===== src/rtl/mvseq_pkg.sv =====
package mvseq_pkg;
  localparam int SQ_W = 6;
  localparam int NSQ  = 1 << SQ_W;

  typedef logic [SQ_W-1:0] sq_t;
  typedef logic [NSQ-1:0]  board_t;

  typedef enum logic [2:0] {
    PH_IDLE      = 3'd0,
    PH_SEEK_VIC  = 3'd1,
    PH_SEEK_ATK  = 3'd2,
    PH_HOLD_MOVE = 3'd3,
    PH_EMPTY     = 3'd4
  } phase_e;

  // Saved context of one ply: disable word, current victim, current attacker.
  typedef struct packed {
    board_t mask;
    sq_t    vic;
    sq_t    atk;
  } frame_t;
endpackage


===== src/rtl/mvseq_sq_onehot.sv =====
module mvseq_sq_onehot
  import mvseq_pkg::*;
(
  input  sq_t    sq,
  output board_t hot
);
  for (genvar i = 0; i < NSQ; i++) begin : g_bit
    assign hot[i] = (sq == sq_t'(i));
  end
endmodule


===== src/rtl/mvseq_frame_stack.sv =====
module mvseq_frame_stack
  import mvseq_pkg::*;
#(
  parameter int DEPTH = 32,
  localparam int IDX_W = (DEPTH > 2) ? $clog2(DEPTH) : 1
) (
  input  logic             clk,
  input  logic             rst_n,
  input  logic             wr_en,
  input  logic [IDX_W-1:0] wr_idx,
  input  frame_t           wr_data,
  input  logic [IDX_W-1:0] rd_idx,
  output frame_t           rd_data
);
  frame_t slot [DEPTH];

  always_ff @(posedge clk or negedge rst_n) begin
    if (!rst_n) begin
      for (int i = 0; i < DEPTH; i++) slot[i] <= '0;
    end else if (wr_en) begin
      slot[wr_idx] <= wr_data;
    end
  end

  assign rd_data = slot[rd_idx];
endmodule


===== src/rtl/mvseq_ctrl.sv =====
module mvseq_ctrl
  import mvseq_pkg::*;
#(
  parameter int DEPTH = 32,
  localparam int LVL_W = $clog2(DEPTH + 1),
  localparam int IDX_W = (DEPTH > 2) ? $clog2(DEPTH) : 1
) (
  input  logic             clk,
  input  logic             rst_n,
  input  logic             ply_push,
  input  logic             ply_pop,
  input  logic             move_done,
  input  logic             gen_ack,
  input  logic             gen_found,
  input  sq_t              gen_sq,
  input  board_t           own_pieces,
  input  board_t           vic_hot,
  input  board_t           atk_hot,
  input  frame_t           rd_frame,
  output phase_e           ph,
  output logic [LVL_W-1:0] lvl,
  output frame_t           cur,
  output logic             ovf,
  output logic             wr_en,
  output logic [IDX_W-1:0] wr_idx,
  output logic [IDX_W-1:0] rd_idx
);
  phase_e           ph_n;
  logic [LVL_W-1:0] lvl_n;
  frame_t           cur_n;
  logic             ph_we, lvl_we, cur_we, ovf_set;
  logic             push_ok, pop_ok;

  // Parent context goes to slot level-1 on push, returns from slot level-2 on pop.
  assign wr_idx = IDX_W'(lvl) - IDX_W'(1);
  assign rd_idx = IDX_W'(lvl) - IDX_W'(2);

  assign push_ok = ply_push && (ph == PH_IDLE || ph == PH_HOLD_MOVE);
  assign pop_ok  = ply_pop  && (ph == PH_HOLD_MOVE || ph == PH_EMPTY);

  always_comb begin
    ph_n    = ph;
    lvl_n   = lvl;
    cur_n   = cur;
    ph_we   = 1'b0;
    lvl_we  = 1'b0;
    cur_we  = 1'b0;
    ovf_set = 1'b0;
    wr_en   = 1'b0;
    if (push_ok) begin
      if (lvl == LVL_W'(DEPTH)) begin
        ovf_set = 1'b1;
      end else begin
        wr_en      = (lvl != '0);
        lvl_n      = lvl + LVL_W'(1);
        lvl_we     = 1'b1;
        cur_n.mask = '0;
        cur_we     = 1'b1;
        ph_n       = PH_SEEK_VIC;
        ph_we      = 1'b1;
      end
    end else if (pop_ok) begin
      lvl_n  = lvl - LVL_W'(1);
      lvl_we = 1'b1;
      ph_we  = 1'b1;
      if (lvl == LVL_W'(1)) begin
        ph_n = PH_IDLE;
      end else begin
        cur_n  = rd_frame;
        cur_we = 1'b1;
        ph_n   = PH_HOLD_MOVE;
      end
    end else begin
      unique case (ph)
        PH_SEEK_VIC: if (gen_ack) begin
          ph_we = 1'b1;
          if (gen_found) begin
            cur_n.mask = cur.mask & ~own_pieces;
            cur_n.vic  = gen_sq;
            cur_we     = 1'b1;
            ph_n       = PH_SEEK_ATK;
          end else begin
            ph_n = PH_EMPTY;
          end
        end
        PH_SEEK_ATK: if (gen_ack) begin
          ph_we  = 1'b1;
          cur_we = 1'b1;
          if (gen_found) begin
            cur_n.atk = gen_sq;
            ph_n      = PH_HOLD_MOVE;
          end else begin
            cur_n.mask = cur.mask | vic_hot;
            ph_n       = PH_SEEK_VIC;
          end
        end
        PH_HOLD_MOVE: if (move_done) begin
          cur_n.mask = cur.mask | atk_hot;
          cur_we     = 1'b1;
          ph_n       = PH_SEEK_ATK;
          ph_we      = 1'b1;
        end
        default: ;
      endcase
    end
  end

  always_ff @(posedge clk or negedge rst_n) begin
    if (!rst_n) begin
      ph  <= PH_IDLE;
      lvl <= '0;
      cur <= '0;
      ovf <= 1'b0;
    end else begin
      if (ph_we)   ph  <= ph_n;
      if (lvl_we)  lvl <= lvl_n;
      if (cur_we)  cur <= cur_n;
      if (ovf_set) ovf <= 1'b1;
    end
  end
endmodule


===== src/rtl/ply_move_sequencer.sv =====
module ply_move_sequencer
  import mvseq_pkg::*;
#(
  parameter int DEPTH = 32,
  localparam int LVL_W = $clog2(DEPTH + 1),
  localparam int IDX_W = (DEPTH > 2) ? $clog2(DEPTH) : 1
) (
  input  logic             clk,
  input  logic             rst_n,
  input  logic             ply_push,
  input  logic             ply_pop,
  input  logic [NSQ-1:0]   own_pieces,
  output logic             gen_req,
  output logic             gen_find_agg,
  output logic [NSQ-1:0]   gen_mask,
  output logic [SQ_W-1:0]  gen_target,
  input  logic             gen_ack,
  input  logic             gen_found,
  input  logic [SQ_W-1:0]  gen_sq,
  output logic             move_valid,
  output logic [SQ_W-1:0]  move_from,
  output logic [SQ_W-1:0]  move_to,
  input  logic             move_done,
  output logic             exhausted,
  output logic             overflow,
  output logic [LVL_W-1:0] level
);
  phase_e           ph;
  frame_t           cur, rd_frame;
  board_t           vic_hot, atk_hot;
  logic             wr_en, ovf;
  logic [IDX_W-1:0] wr_idx, rd_idx;
  logic [LVL_W-1:0] lvl;

  mvseq_ctrl #(.DEPTH(DEPTH)) u_ctrl (
    .clk(clk), .rst_n(rst_n), .ply_push(ply_push), .ply_pop(ply_pop),
    .move_done(move_done), .gen_ack(gen_ack), .gen_found(gen_found),
    .gen_sq(gen_sq), .own_pieces(own_pieces), .vic_hot(vic_hot),
    .atk_hot(atk_hot), .rd_frame(rd_frame), .ph(ph), .lvl(lvl), .cur(cur),
    .ovf(ovf), .wr_en(wr_en), .wr_idx(wr_idx), .rd_idx(rd_idx)
  );

  mvseq_frame_stack #(.DEPTH(DEPTH)) u_stack (
    .clk(clk), .rst_n(rst_n), .wr_en(wr_en), .wr_idx(wr_idx),
    .wr_data(cur), .rd_idx(rd_idx), .rd_data(rd_frame)
  );

  mvseq_sq_onehot u_vic_dec (.sq(cur.vic), .hot(vic_hot));
  mvseq_sq_onehot u_atk_dec (.sq(cur.atk), .hot(atk_hot));

  assign gen_req      = (ph == PH_SEEK_VIC) || (ph == PH_SEEK_ATK);
  assign gen_find_agg = (ph == PH_SEEK_ATK);
  assign gen_mask     = cur.mask;
  assign gen_target   = cur.vic;
  assign move_valid   = (ph == PH_HOLD_MOVE);
  assign move_from    = cur.atk;
  assign move_to      = cur.vic;
  assign exhausted    = (ph == PH_EMPTY);
  assign overflow     = ovf;
  assign level        = lvl;
endmodule


===== config.mk =====
export PLATFORM = sky130hd
export DESIGN_NAME = ply_move_sequencer
export DESIGN_NICKNAME = d
export VERILOG_FILES = /design/src/rtl/mvseq_pkg.sv /design/src/rtl/mvseq_sq_onehot.sv /design/src/rtl/mvseq_frame_stack.sv /design/src/rtl/mvseq_ctrl.sv /design/src/rtl/ply_move_sequencer.sv
export SDC_FILE = /design/constraint.sdc
export NUM_CORES = 2
export LEC_CHECK = 0
export ABC_CLOCK_PERIOD_IN_PS = 3950
export BUFFER_PORTS_ARGS = -buffer_cell sky130_fd_sc_hd__buf_2
export CORE_UTILIZATION = 57
export DETAILED_ROUTE_END_ITERATION = 8
export PLACE_DENSITY = 0.76
export SKIP_CTS_REPAIR_TIMING = 1
export SLEW_MARGIN = 20
export SYNTH_ARGS = -nofsm -noshare
export SYNTH_HDL_FRONTEND = slang
export SYNTH_SLANG_ARGS = --single-unit
export TNS_END_PERCENT = 10

===== constraint.sdc =====
create_clock -name clk -period 3.95 [get_ports clk]
set_clock_uncertainty 0.05 [all_clocks]
set_input_delay 0 -clock clk [delete_from_list [all_inputs] [get_ports clk]]
set_output_delay 0 -clock clk [all_outputs]
set_load 0.03 [all_outputs]

==> results.toml <==
[synthesis]
netlist_area_mm2 = 0.116
seq_area_frac_synth = 0.543
synthFlopType = "dfrtp_1"
synth_edf_count = 0
ys_warn_count = 0
synth_top_area_share = 0.543
async_flop_share = 1.00
netlist_top_cells_area = "dfrtp_1, mux2_2, mux4_2"
avgSynthCellArea_um2 = 15.1
synthCells = 7697
yosysUniqueCellTypes = 74
ys_ff_latch = 2518
synth_top_cell_by_area = "dfrtp_1"
synth_fp_nets = 7783

[power]
cellLeakagePower_nw = 62.5
vdd_drop_max_mv = 0.704
power.density_mw_per_mm2 = 625

[routing]
drcViolationCount = 0
met2_length_um = 157000
num_vias = 70800
top_layer = "met5"
drtIter0Drc = 6471
viasPerCell = 6.66
dr.pass1.iters = 6
wl_met1_um = 131000
wl_per_cell_um = 31.1
finalWirelength_um = 331000
drtAntennaViolNets = 0
met3WireLength_um = 24700

[status]
violations = "negative hold slack"
outcome = "complete, but fails checks"

[grt]
antenna_found_initial = 12
grt_use_total = 0.325
gr-total-overflow = 0
grt_max_degree = 177
grt_pass1_vias = 74300
grt_pass1_wl_um = 494000

[timing]
hold_violations = 1
period_needed_ns = 3.89
worstMarginPinSlew_ns = 1.19
hold_slack_ns = -0.00527
setup_viol = 0
relSlewSlack = 0.201
report.final.slew_viol_count = 0
tns_ns = 0
fmax_mhz = 257
timing.final.crit_share = 0.986

[layout]
syn2layout_area_growth_pct = 12.4
drive_gt1_frac = 0.503
layout.nets = 7868
fin_area_mm2 = 0.130
mostFrequentLayoutCell = "dfrtp_1"
layout_common_cells = "dfrtp_1, mux2_2, mux4_2"
final_cells = 10600

[placement]
place.gp.congestion = 0.946
dpl_cell_area_mm2 = 0.121
place_inst = 10100
io_buffers = 169
dpl.hpwl_um = 193000

[clocking]
tritoncts = "yes"
cts_inserted_buffers = 282
clkTransAtPathRegs_ns = 0.06
cts_max_level = 5
clock_path_buffers = 4
clockRootBuffer = "clkbuf_16"
cts_sinks = 2518
clk_latency_ns = 0.93

[worst_hold_path]
worstHoldPathType = "input port to register"

[floorplanning]
io_pins = 170
core.rowCount = 165
start_util = 0.574
die_y_um = 453
dieArea_mm2 = 0.206
coreArea_mm2 = 0.202
die_x_um = 453

[setup_path]
worstPathMaxFanout = 35
worst_setup_path_end_kind = "register"
worstPathArrival_ns = 4.65
critPathKind = "register to register"
start_kind = "register"
cp.required_ns = 4.71

[job]
timing.max_cap.violations = 0
cell type report:
| type | instances | area [um^2] |
|---|---|---|
| fillers | 14100 | 71800 |
| well taps | 2672 | 3340 |
| flip-flops and latches | 2518 | 63000 |
| multi-input cells | 4395 | 49500 |
| repair buffers | 576 | 5840 |
| clock inverters | 62 | 562 |
| inverters | 9 | 33.8 |
| diodes | 1 | 2.50 |
| clock buffers | 400 | 8130 |
cells in the mapped netlist (all sizes together) (5+ instances only):
| master | number |
|---|---|
| mux2 | 2436 |
| o31ai | 10 |
| nor2 | 45 |
| buf | 427 |
| nor2b | 20 |
| nand2b | 14 |
| nor4 | 48 |
| a31oi | 18 |
| and2 | 13 |
| a2111oi | 20 |
| o211ai | 5 |
| ha | 9 |
| nand2 | 448 |
| mux4 | 617 |
| xnor2 | 7 |
| o32ai | 10 |
| a311o | 5 |
| nand3b | 6 |
| nand4 | 15 |
| nand3 | 57 |
| inv | 9 |
| o21ai | 106 |
| dfrtp | 2518 |
| a211oi | 9 |
| clkbuf | 348 |
| a21oi | 138 |
| mux2i | 148 |
| a21o | 5 |
| a32oi | 12 |
| and3 | 5 |
| o22ai | 77 |
| a32o | 29 |
| nor3 | 8 |
logic make-up (layout without fill, tap and decap cells):
kind of cell,after synthesis,in the layout,synth area share
mux,3201,3201,0.369
flops,2518,2518,0.543
buf+inv,784,1047,0.0340
simple gates,700,700,0.0269
compound gates,474,474,0.0260
xor+xnor,11,11,0.000830
fa+ha+maj,9,9,0.000970
other cells,0,1,0
path summary, 6_finish.rpt:
check                                           from                        endpoint  slack (ns)  depth (start not counted)
setup reg to reg           u_ctrl.lvl[1]$_DFFE_PN0P_       u_ctrl.cur[3]$_DFFE_PN0P_        0.06                         10
setup / recovery           u_ctrl.lvl[1]$_DFFE_PN0P_       u_ctrl.cur[3]$_DFFE_PN0P_        0.06                         10
max in group asynchronous                      rst_n      u_ctrl.cur[48]$_DFFE_PN0P_        2.35                          5
hold / removal                               ply_pop      u_ctrl.cur[12]$_DFFE_PN0P_      -0.005                          6
min in group asynchronous                      rst_n  u_stack.slot[1976]$_DFFE_PN0P_        0.48                          4
hold reg to reg               u_ctrl.ovf$_DFFE_PN0N_          u_ctrl.ovf$_DFFE_PN0N_        0.42                          1
registers in the layout, indices dropped and copies added, names as in the netlist:
register	flops
u_ctrl.ovf	1
u_stack.slot	2432
u_ctrl.ph	3
u_ctrl.lvl	6
u_ctrl.cur	76
power breakdown:
part | leakage [nW] | switching (mW) | internal (mW) | total, mW
registers | 35.0 | 2.17 | 28.1 | 30.3
clock network | 4.31 | 10.4 | 14.8 | 25.2
logic | 23.3 | 16.0 | 10.1 | 26.1
total | 62.5 | 28.6 | 53.0 | 81.6
metal layers:
layer  up-vias  track usage
met5         -            0
met3       870       0.0639
met2      2869        0.511
li1      28600            -
met1     38400        0.434
met4        22        0.161
critical path, stage by stage, from the launching register on:
cell and delay (ns):
dfrtp_4 0.43, clkinv_1 0.11, buf_4 0.18, ha_4 0.67, buf_12 0.33, buf_4 0.29, mux4_2 0.33, and2_1 0.19
a2111oi_0 0.42, o41ai_1 0.12, dlygate4sd3_1 0.58
stage by stage:
| stage | util | power, mW | worst slack [ns] |
|---|---|---|---|
| floorplan | - | 46.3 | -0.0360 |
| global placement | 0.597 | 55.9 | 0.259 |
| detailed placement | 0.597 | 56.4 | 0.212 |
| CTS | 0.640 | 81.5 | 0.144 |
| global route | 0.645 | 84.1 | -0.00458 |
| finish | 0.645 | 81.6 | 0.0565 |
Power figures use the tool's default switching activity.
